## src/rtl/serial_csr_pkg.sv

```systemverilog
package serial_csr_pkg;

    localparam int unsigned REG_W = 16;
    typedef logic [REG_W-1:0] reg16_t;

    // word offsets
    localparam logic [5:0] OFS_RXD   = 6'h00;
    localparam logic [5:0] OFS_TXD   = 6'h10;
    localparam logic [5:0] OFS_CTL1  = 6'h20;
    localparam logic [5:0] OFS_CTL2  = 6'h21;
    localparam logic [5:0] OFS_CTL3  = 6'h22;
    localparam logic [5:0] OFS_CTL4  = 6'h23;
    localparam logic [5:0] OFS_FIFO  = 6'h24;
    localparam logic [5:0] OFS_STAT1 = 6'h25;
    localparam logic [5:0] OFS_STAT2 = 6'h26;
    localparam logic [5:0] OFS_BINC  = 6'h29;
    localparam logic [5:0] OFS_BMOD  = 6'h2A;
    localparam logic [5:0] OFS_BCNT  = 6'h2B;
    localparam logic [5:0] OFS_MSEC  = 6'h2C;
    localparam logic [5:0] OFS_TEST  = 6'h2D;

    // control bits
    localparam int unsigned C1_TXE_EN  = 6;
    localparam int unsigned C1_RRDY_EN = 9;
    localparam int unsigned C1_TRDY_EN = 13;
    localparam int unsigned C2_SRST    = 0;
    localparam int unsigned C2_TXEN    = 2;

    // status bits
    localparam int unsigned S1_RRDY    = 9;
    localparam int unsigned S1_TRDY    = 13;
    localparam int unsigned S2_RDR     = 0;
    localparam int unsigned T_RXEMPTY  = 5;
    localparam int unsigned T_TXEMPTY  = 6;

    // buffer flags
    localparam int unsigned B_CHARRDY  = 15;
    localparam int unsigned B_ERR      = 14;
    localparam int unsigned B_BRK      = 11;

    localparam reg16_t S1_EVT_MASK = 16'h9DB0;
    localparam reg16_t S2_EVT_MASK = 16'hBFD6;

    localparam reg16_t BUF_DEFAULT = reg16_t'(1) << B_ERR;
    localparam reg16_t BUF_BREAK   = reg16_t'(1) << B_BRK;

    typedef struct packed {
        reg16_t ctl1;
        reg16_t ctl2;
        reg16_t ctl3;
        reg16_t fifo;
        reg16_t bmod;
        reg16_t bcnt;
        reg16_t msec;
        reg16_t stat1;   // receive-ready inserted from the buffer
        reg16_t stat2;   // receive-data-ready inserted from the buffer
        reg16_t test;    // rx-empty inserted from the buffer
    } csr_regs_t;

    function automatic csr_regs_t csr_defaults(input reg16_t keep_fifo, input reg16_t keep_msec);
        csr_regs_t r;
        r.ctl1  = 16'h0000;
        r.ctl2  = 16'h0001;
        r.ctl3  = 16'h0700;
        r.fifo  = keep_fifo;
        r.bmod  = 16'h0000;
        r.bcnt  = 16'h0004;
        r.msec  = keep_msec;
        r.stat1 = 16'h6040;
        r.stat2 = 16'h4028;
        r.test  = 16'h0040;
        return r;
    endfunction

endpackage

```

## src/rtl/serial_rx_hold.sv

```systemverilog
module serial_rx_hold
    import serial_csr_pkg::*;
#(
    parameter int unsigned BYTE_W = 8
) (
    input  logic              clk,
    input  logic              rst_n,
    input  logic              clr,
    input  logic              push_valid,
    input  logic [BYTE_W-1:0] push_byte,
    input  logic              brk,
    input  logic              consume,
    output logic              ready,
    output logic              full,
    output reg16_t            word
);

    typedef struct packed {
        logic   full;
        reg16_t data;
    } hold_t;

    hold_t st_d, st_q;

    always_comb begin
        st_d = st_q;
        if (consume && st_q.full) begin
            st_d.full = 1'b0;
        end
        if (push_valid && !st_q.full) begin
            st_d.full = 1'b1;
            st_d.data = reg16_t'(push_byte);
        end
        if (brk) begin
            st_d.full = 1'b1;
            st_d.data = BUF_BREAK;
        end
        if (clr) begin
            st_d.full = 1'b0;
            st_d.data = BUF_DEFAULT;
        end
    end

    always_ff @(posedge clk or negedge rst_n) begin
        if (!rst_n) begin
            st_q <= '{full: 1'b0, data: BUF_DEFAULT};
        end else begin
            st_q <= st_d;
        end
    end

    assign ready = !st_q.full;
    assign full  = st_q.full;
    assign word  = st_q.data;

    AST_ACCEPT_FILLS: assert property (@(posedge clk) disable iff (!rst_n)
        (push_valid && ready && !clr) |=> full);

    AST_FULL_HOLDS: assert property (@(posedge clk) disable iff (!rst_n)
        (full && !consume && !brk && !clr) |=> (full && $stable(word)));

    AST_CONSUME_DRAINS: assert property (@(posedge clk) disable iff (!rst_n)
        (consume && full && !brk && !clr) |=> !full);

    AST_BRK_LOADS: assert property (@(posedge clk) disable iff (!rst_n)
        (brk && !clr) |=> (full && word[B_BRK]));

endmodule

```

## src/rtl/serial_tx_emit.sv

```systemverilog
module serial_tx_emit #(
    parameter int unsigned BYTE_W = 8
) (
    input  logic              clk,
    input  logic              rst_n,
    input  logic              fire,
    input  logic [BYTE_W-1:0] fire_byte,
    output logic              strobe,
    output logic [BYTE_W-1:0] byte_out
);

    typedef struct packed {
        logic              stb;
        logic [BYTE_W-1:0] dat;
    } emit_t;

    emit_t em_d, em_q;

    always_comb begin
        em_d     = em_q;
        em_d.stb = fire;
        if (fire) begin
            em_d.dat = fire_byte;
        end
    end

    always_ff @(posedge clk or negedge rst_n) begin
        if (!rst_n) begin
            em_q <= '0;
        end else begin
            em_q <= em_d;
        end
    end

    assign strobe   = em_q.stb;
    assign byte_out = em_q.dat;

    AST_STROBE_SINGLE: assert property (@(posedge clk) disable iff (!rst_n)
        (strobe && !fire) |=> !strobe);

endmodule

```

## src/rtl/serial_irq_merge.sv

```systemverilog
module serial_irq_merge
    import serial_csr_pkg::*;
(
    input  logic   clk,
    input  logic   rst_n,
    input  reg16_t stat1_view,
    input  reg16_t ctl1,
    input  logic   tx_empty,
    output logic   irq
);

    localparam reg16_t SRC_MASK = (reg16_t'(1) << S1_TRDY) | (reg16_t'(1) << S1_RRDY);

    reg16_t flags;
    logic   txe_term;

    always_comb begin
        flags    = stat1_view & ctl1 & SRC_MASK;
        txe_term = 1'b0;
        if (ctl1[C1_TXE_EN]) begin
            txe_term = tx_empty;
        end else begin
            flags[S1_TRDY] = 1'b0;
        end
        irq = (|flags) | txe_term;
    end

    AST_IRQ_RX_SOURCE: assert property (@(posedge clk) disable iff (!rst_n)
        (stat1_view[S1_RRDY] && ctl1[C1_RRDY_EN]) |-> irq);

    AST_IRQ_TX_GATED: assert property (@(posedge clk) disable iff (!rst_n)
        (!ctl1[C1_TXE_EN] && !(stat1_view[S1_RRDY] && ctl1[C1_RRDY_EN])) |-> !irq);

endmodule

```

## src/rtl/serial_csr_block.sv

```systemverilog
module serial_csr_block
    import serial_csr_pkg::*;
#(
    parameter int unsigned ADDR_W = 6,
    parameter int unsigned DATA_W = 32,
    parameter int unsigned BYTE_W = 8
) (
    input  logic              clk,
    input  logic              rst_n,
    input  logic              bus_wr_en,
    input  logic              bus_rd_en,
    input  logic [ADDR_W-1:0] bus_addr,
    input  logic [DATA_W-1:0] bus_wdata,
    output logic [DATA_W-1:0] bus_rdata,
    input  logic              rx_valid,
    input  logic [BYTE_W-1:0] rx_byte,
    output logic              rx_ready,
    input  logic              brk_event,
    output logic              tx_strobe,
    output logic [BYTE_W-1:0] tx_byte,
    output logic              irq
);

    localparam int unsigned LOW_W = (DATA_W < REG_W) ? DATA_W : REG_W;

    csr_regs_t regs_d, regs_q;

    reg16_t wlow;
    logic   soft_rst;
    logic   consume;
    logic   tx_fire;
    logic   buf_full;
    reg16_t buf_word;
    reg16_t stat1_view;
    reg16_t stat2_view;
    reg16_t test_view;

    function automatic logic hit(input logic [ADDR_W-1:0] a, input logic [5:0] ofs);
        return a == ADDR_W'(ofs);
    endfunction

    assign wlow     = reg16_t'(bus_wdata[LOW_W-1:0]);
    assign soft_rst = bus_wr_en && hit(bus_addr, OFS_CTL2) && !wlow[C2_SRST];
    assign consume  = bus_rd_en && hit(bus_addr, OFS_RXD);
    assign tx_fire  = bus_wr_en && hit(bus_addr, OFS_TXD) && regs_q.ctl2[C2_TXEN];

    always_comb begin
        regs_d = regs_q;
        if (bus_wr_en) begin
            if (hit(bus_addr, OFS_CTL1)) begin
                regs_d.ctl1 = wlow;
            end else if (hit(bus_addr, OFS_CTL2)) begin
                if (!wlow[C2_SRST]) begin
                    regs_d = csr_defaults(regs_q.fifo, regs_q.msec);
                end
                regs_d.ctl2 = wlow | (reg16_t'(1) << C2_SRST);
            end else if (hit(bus_addr, OFS_CTL3)) begin
                regs_d.ctl3 = wlow;
            end else if (hit(bus_addr, OFS_FIFO)) begin
                regs_d.fifo = wlow;
            end else if (hit(bus_addr, OFS_BINC)) begin
                regs_d.bcnt = wlow;
            end else if (hit(bus_addr, OFS_BMOD)) begin
                regs_d.bmod = wlow;
            end else if (hit(bus_addr, OFS_MSEC)) begin
                regs_d.msec = wlow;
            end else if (hit(bus_addr, OFS_STAT1)) begin
                regs_d.stat1 = regs_q.stat1 & ~(wlow & S1_EVT_MASK);
            end else if (hit(bus_addr, OFS_STAT2)) begin
                regs_d.stat2 = regs_q.stat2 & ~(wlow & S2_EVT_MASK);
            end
        end
    end

    always_ff @(posedge clk or negedge rst_n) begin
        if (!rst_n) begin
            regs_q <= csr_defaults(16'h0000, 16'h0000);
        end else begin
            regs_q <= regs_d;
        end
    end

    serial_rx_hold #(.BYTE_W(BYTE_W)) u_rx_hold (
        .clk        (clk),
        .rst_n      (rst_n),
        .clr        (soft_rst),
        .push_valid (rx_valid),
        .push_byte  (rx_byte),
        .brk        (brk_event),
        .consume    (consume),
        .ready      (rx_ready),
        .full       (buf_full),
        .word       (buf_word)
    );

    serial_tx_emit #(.BYTE_W(BYTE_W)) u_tx_emit (
        .clk       (clk),
        .rst_n     (rst_n),
        .fire      (tx_fire),
        .fire_byte (bus_wdata[BYTE_W-1:0]),
        .strobe    (tx_strobe),
        .byte_out  (tx_byte)
    );

    always_comb begin
        stat1_view = regs_q.stat1;
        stat1_view[S1_RRDY] = buf_full;
        stat2_view = regs_q.stat2;
        stat2_view[S2_RDR] = buf_full;
        test_view = regs_q.test;
        test_view[T_RXEMPTY] = !buf_full;
    end

    serial_irq_merge u_irq_merge (
        .clk        (clk),
        .rst_n      (rst_n),
        .stat1_view (stat1_view),
        .ctl1       (regs_q.ctl1),
        .tx_empty   (test_view[T_TXEMPTY]),
        .irq        (irq)
    );

    always_comb begin
        reg16_t rv;
        rv = '0;
        if (hit(bus_addr, OFS_RXD)) begin
            rv = buf_word;
            rv[B_CHARRDY] = buf_full;
        end else if (hit(bus_addr, OFS_CTL1)) begin
            rv = regs_q.ctl1;
        end else if (hit(bus_addr, OFS_CTL2)) begin
            rv = regs_q.ctl2;
        end else if (hit(bus_addr, OFS_CTL3)) begin
            rv = regs_q.ctl3;
        end else if (hit(bus_addr, OFS_FIFO)) begin
            rv = regs_q.fifo;
        end else if (hit(bus_addr, OFS_STAT1)) begin
            rv = stat1_view;
        end else if (hit(bus_addr, OFS_STAT2)) begin
            rv = stat2_view;
        end else if (hit(bus_addr, OFS_BMOD)) begin
            rv = regs_q.bmod;
        end else if (hit(bus_addr, OFS_BCNT)) begin
            rv = regs_q.bcnt;
        end else if (hit(bus_addr, OFS_MSEC)) begin
            rv = regs_q.msec;
        end else if (hit(bus_addr, OFS_TEST)) begin
            rv = test_view;
        end
        bus_rdata = DATA_W'(rv);
    end

    AST_ONE_BUS_OP: assert property (@(posedge clk) disable iff (!rst_n)
        !(bus_wr_en && bus_rd_en));

    AST_SRST_READS_ONE: assert property (@(posedge clk) disable iff (!rst_n)
        (bus_wr_en && hit(bus_addr, OFS_CTL2)) |=> regs_q.ctl2[C2_SRST]);

    AST_TRDY_STAYS: assert property (@(posedge clk) disable iff (!rst_n)
        stat1_view[S1_TRDY]);

    AST_TX_NEEDS_EN: assert property (@(posedge clk) disable iff (!rst_n)
        (bus_wr_en && hit(bus_addr, OFS_TXD) && !regs_q.ctl2[C2_TXEN]) |=> !tx_strobe);

endmodule

```

## config.mk

```make
export PLATFORM = sky130hd
export DESIGN_NAME = serial_csr_block
export DESIGN_NICKNAME = d
export VERILOG_FILES = /design/src/rtl/serial_csr_pkg.sv /design/src/rtl/serial_rx_hold.sv /design/src/rtl/serial_tx_emit.sv /design/src/rtl/serial_irq_merge.sv /design/src/rtl/serial_csr_block.sv
export SDC_FILE = /design/constraint.sdc
export NUM_CORES = 1
export LEC_CHECK = 0
export ABC_AREA = 1
export BUFFER_PORTS_ARGS = -buffer_cell sky130_fd_sc_hd__buf_2
export CORE_MARGIN = 1
export CORE_UTILIZATION = 50
export DETAILED_ROUTE_END_ITERATION = 10
export PLACE_DENSITY_LB_ADDON = 0.2
export SYNTH_ARGS = -nofsm -noshare
export SYNTH_HDL_FRONTEND = slang
export SYNTH_SLANG_ARGS = --single-unit
export TNS_END_PERCENT = 10
```

## constraint.sdc

```tcl
create_clock -name clk -period 1.64 [get_ports clk]
set_input_delay 0.328 -clock clk [delete_from_list [all_inputs] [get_ports clk]]
set_output_delay 0.328 -clock clk [all_outputs]
set_load 0.02 [all_outputs]
```

### Word level (Yosys, flattened, before mapping)

Cells that the tools add are included.

| word-level totals | value |
|---|---|
| bits in registers | 168 |
| bits of input ports | 52 |
| output and inout port bits | 43 |
| word-level logic and storage cells | 108 |

| operators by class | value |
|---|---|
| equal/unequal tests | 20 |
| muxes and demuxes | 35 |
| bitwise gates (word level) | 12 |
| reductions and logical operators | 28 |

Operators with widths:

| cell | number |
|---|---|
| two-way mux 16 bit | 20 |
| two-way mux 160 bit | 1 |
| two-way mux 112 bit | 1 |
| two-way mux 48 bit | 2 |
| two-way mux 96 bit | 1 |
| two-way mux 80 bit | 1 |
| == test 6 bit, second input constant | 11 |
| two-way mux 32 bit | 2 |
| two-way mux 17 bit | 3 |
| bitwise AND 16 bit | 2 |
| inverter 16 bit | 2 |
| bitwise AND 14 bit | 1 |
| != test 2 bit, second input constant | 7 |
| nonzero test 2 bit | 6 |
| AND reduction 10 bit | 1 |
| AND reduction 9 bit | 1 |
| AND reduction 8 bit | 1 |
| logical AND 1 bit | 7 |
| two-way mux 7 bit | 1 |
| AND reduction 7 bit | 1 |
| == test 6 x 5 -> 1 bit, second input constant | 1 |
| logical NOT 6 bit | 1 |
| inverter 1 bit | 6 |
| AND reduction 3 bit | 2 |
| other kinds (10) | 13 |

### Logic depth before layout (Yosys ltp)

| depth | value |
|---|---|
| depth after elaboration | 12 |
| gate-level depth with buffers | 12 |
| depth with buffers taken out | 11 |

### Modules after synthesis

A second synthesis with hierarchy kept.

| second synthesis, totals | value |
|---|---|
| cells, all modules | 942 |
| area total of the unflattened synthesis | 7498.4 um^2 |

Modules (own cells, without submodules):

| module | times used | cells an instance | area an instance (um^2) | seq. area each (um^2) |
|---|---|---|---|---|
| serial_csr_block | 1 | 844 | 6623.9 | 3335.7 |
| serial_rx_hold | 1 | 59 | 526.8 | 276.5 |
| serial_tx_emit | 1 | 35 | 330.3 | 225.2 |
| serial_irq_merge | 1 | 4 | 17.5 | 0.0 |

### Worst setup path before layout

No wires, ideal clock.

| timing path | value |
|---|---|
| path kind | input to output |
| from | input port bus_addr[0] |
| to | output port bus_rdata[14] |
| arrival | 1530 ps |
| required time | 1312 ps |
| slack | -218 ps |
| stages on the path | 11 |
| path buffers | 2 |
| cells stage by stage | buf_4 -> nor2_4 -> nand2_1 -> nor2_4 -> inv_1 -> buf_2 -> nand2_1 -> a21oi_1 -> nand3b_1 -> nand2_1 -> nand2_1 |

| between the ends | value |
|---|---|
| longest elaborated chain between the ends | 11 |
| elaborated cells on any way between the ends | 20 |
| classes of those cells | 9 x eq/ne; 10 x mux; 1 x reduce/logical |

RTL lines:

| item | RTL line | source |
|---|---|---|
| start, declared | serial_csr_block.sv:12 | `input logic [ADDR_W-1:0] bus_addr,` |
| == test 6 bit | serial_csr_block.sv:39 | `return a == ADDR_W'(ofs);` |
| two-way mux 16 bit | serial_csr_block.sv:145 | `end else if (hit(bus_addr, OFS_MSEC)) begin` |
| two-way mux 16 bit | serial_csr_block.sv:143 | `end else if (hit(bus_addr, OFS_BCNT)) begin` |
| two-way mux 16 bit | serial_csr_block.sv:141 | `end else if (hit(bus_addr, OFS_BMOD)) begin` |
| two-way mux 16 bit | serial_csr_block.sv:139 | `end else if (hit(bus_addr, OFS_STAT2)) begin` |
| two-way mux 16 bit | serial_csr_block.sv:137 | `end else if (hit(bus_addr, OFS_STAT1)) begin` |
| two-way mux 16 bit | serial_csr_block.sv:135 | `end else if (hit(bus_addr, OFS_FIFO)) begin` |
| two-way mux 16 bit | serial_csr_block.sv:133 | `end else if (hit(bus_addr, OFS_CTL3)) begin` |
| two-way mux 16 bit | serial_csr_block.sv:131 | `end else if (hit(bus_addr, OFS_CTL2)) begin` |
| two-way mux 16 bit | serial_csr_block.sv:129 | `end else if (hit(bus_addr, OFS_CTL1)) begin` |
| two-way mux 16 bit * | serial_csr_block.sv:126 | `if (hit(bus_addr, OFS_RXD)) begin` |
| end, declared | serial_csr_block.sv:14 | `output logic [DATA_W-1:0] bus_rdata,` |

Mark *: on every way between the ends. The rest lies on a longest branch, timed or not.

### Worst setup path after layout

| timing path | value |
|---|---|
| from | input port bus_addr[5] |
| to | output port bus_rdata[1] |

The elaborated chain is that of the path after synthesis.

==> flow_summary.ini <==
[grt]
grt_max_degree = 39
grt_overflow = 0
grt_antenna_before_repair = 0
grt_pass1_vias = 6138
track_usage = 0.2890
grt_pass1_wl_um = 32250

[cells_and_area]
diodes = 0
synthToLayoutAreaGrowth_pct = 28.55
fin_nets = 1067
fillCellCount = 1189
design_area_um2 = 9392
layout-drive-gt1-share = 0.2685

[route]
wl_um = 20390
routed_via_density = 5.405
drc = 0
routedWlPerCell_um = 16.88
antenna_left = 0
drt_iter0_drc = 526
drt_first_pass_iters = 6
vias = 6529

[timing]
min_period_over_period = 1.248
hold_viol_final = 0
fin_ws_ns = -0.4066
setup_viol = 16
max_freq_mhz = 488.6
period_minus_slack_ns = 2.047
setup_tns_ns = -5.632
rsz0062_at_grt = true
fin_skew_ns = 0.004510
drv_slew = 0

[clock_tree]
cts_tree = done
cts_root_buf = clkbuf_16
cts.path.max_buffers = 2
cts_sinks = 153
insertion_delay_ns = 0.43
clk_pin_slew_ns = 0.06
htree_num_levels = 4
cts_buffers = 17

[die]
die_x_um = 122.9
initial_core_util = 0.5203
die_height_um = 122.9
core_area_um2 = 14040
num_io_pins = 95
fp-row-count = 43
die_area_um2 = 15100

[synth]
synthFlopType = dfrtp_1
syn-cell-area_um2 = 7306
synth_top_cell_by_area = dfrtp_1
yosys.area_share.simple = 0.2473
ys_seq_area_frac = 0.5253
synth-compound-area-share = 0.1418
ys_types = 37
ys_seq_elements = 153
synth-xor-area-share = 0
yosysWarnings = 0
yosysTopAreaCellShare = 0.5001
ys_top_cells_by_area = dfrtp_1 50%, nand2_1 15%, o21ai_0 5.3%, inv_1 3.7%, a21oi_1 3.4%
synthMuxAreaShare = 0
synth_edf_count = 0
synth_fa_ha_area_frac = 0
ys_async_sr_fraction = 1.000
syn_avg_cell_area_um2 = 8.246
synth_common_cells = 289 x nand2_1, 146 x dfrtp_1, 77 x o21ai_0
synth.most_common_cell = nand2_1
syn_inst = 886
synth_top_family_by_area = simple AND/OR/NAND/NOR gates

[min_path]
min_from = rx_byte[6]
holdPathEnd = u_rx_hold.word[6]$_DFFE_PN0P_
hp-class = in2reg
hold_depth = 3

[run_status]
status = complete, but fails checks
violations = setup timing

[critical_path]
arrival_ns = 1.72
cp_max_fo = 9
startpoint = bus_addr[5]
cp.required_ns = 1.31
r2r-end = u_rx_hold.word[0]$_DFFE_PN0P_
reg2reg_from = u_rx_hold.full$_DFFE_PN0P_
critPathKind = in2out
rr_worst_depth = 7
setup.worst_path.start_class = input pin
reg2reg_slack_ns = 0.23
cp-end-kind = primary output

[placement]
dpl_cell_area_um2 = 8438
place_ws_ns = -0.4616
gp_congestion = 0.8971
place_hpwl_um = 14500
io_buffers = 62

[run]
drv_cap = 0

[pwr]
peakVddDrop_uv = 892.7
p_leak_nw = 4.863
power.total_mw = 10.12
p_per_area_nw_per_um2 = 1077
-- power by group --
part	internal (mW)	leakage, nW	switching, mW	total (mW)
Combinational	0.493	2.61	0.758	1.25
Clock	2.61	0.301	1.62	4.24
Sequential	4.35	1.95	0.274	4.63
-- flip-flops by register name, summed over array words and instances, names as in the netlist --
| signal | count |
|---|---|
| regs_q | 133 |
| u_rx_hold.word | 10 |
| u_tx_emit.byte_out | 8 |
| u_rx_hold.full | 1 |
| u_tx_emit.strobe | 1 |
-- worst max path at each step --
stage / slack (ns) / to / cells past startpoint
after floorplan: -0.10 / bus_rdata[5] / 11
after detailed placement: -0.46 / bus_rdata[10] / 12
final: -0.41 / bus_rdata[1] / 14
after CTS: -0.41 / bus_rdata[6] / 12
after global routing: -0.50 / bus_rdata[1] / 14
after global placement: -0.43 / bus_rdata[8] / 12
-- worst max-delay path: stages --
cell	delay, ns
buf_8	0.08
clkinvlp_4	0.11
nor2_8	0.18
buf_4	0.15
nand3_4	0.07
nor2_4	0.12
buf_12	0.14
nand2_1	0.05
nand3_1	0.07
a21oi_1	0.04
nand2_1	0.08
nand2_1	0.08
nand2_2	0.06
buf_4	0.13
-- layer usage --
layer	up-vias	part of all wire	global-route usage	routed length (um)
met2	248	0.48	0.4575	9824
met5	-	0	0	0
met1	3170	0.44	0.3915	8888
li1	3070	-	-	-
met4	0	0.027	0.1128	554
met3	41	0.055	0.05623	1126
-- layout by cell type, fill, tap and decap left out, drive strengths merged, types with 2 or more instances in the layout --
cell,count
nor2,55
nand4,7
o21ai,107
clkbuf,20
a21oi,52
or2,2
inv,80
dfrtp,146
nand3b,3
buf,147
dfstp,7
clkinvlp,4
o22ai,12
clkinv,2
conb,16
a21boi,10
nand2,296
nor3,5
nand3,48
bufinv,4
-- layout make-up --
cell class                 count  area [um^2]  share of cell area
sequential                   153         3837              0.4086
multi-input combinational    617         3077              0.3276
clock inverter                12        187.7             0.01998
clock buffer                  20        446.7             0.04756
timing repair buffer         148         1316              0.1402
inverter                      78        301.5             0.03211
tap                          180        225.2             0.02398
-- through the flow --
step | utilization | hold WS (ns) | std cells
global placement | 0.6009 | 0.2338 | 1166
detailed placement | 0.6009 | 0.2351 | 1166
CTS | 0.6592 | 0.1265 | 1205
floorplan | - | 0.03241 | 901
global route | 0.6688 | 0.1492 | 1208
finish | 0.6688 | 0.1348 | 1208
-- logic make-up after synthesis --
logic type / after synthesis
buf+inv: 131
simple gates: 418
other cells: 1
compound gates: 183
flops: 153
-- timing repair --
item	in CTS	in global routing
endpoints found under the setup margin	17	67
resized for setup	43	34
hold buffers	1	0
hold endpoints to repair	23	0
buffers inserted	6	3
pin swaps	12	13
(Power assumes the default switching activity.)
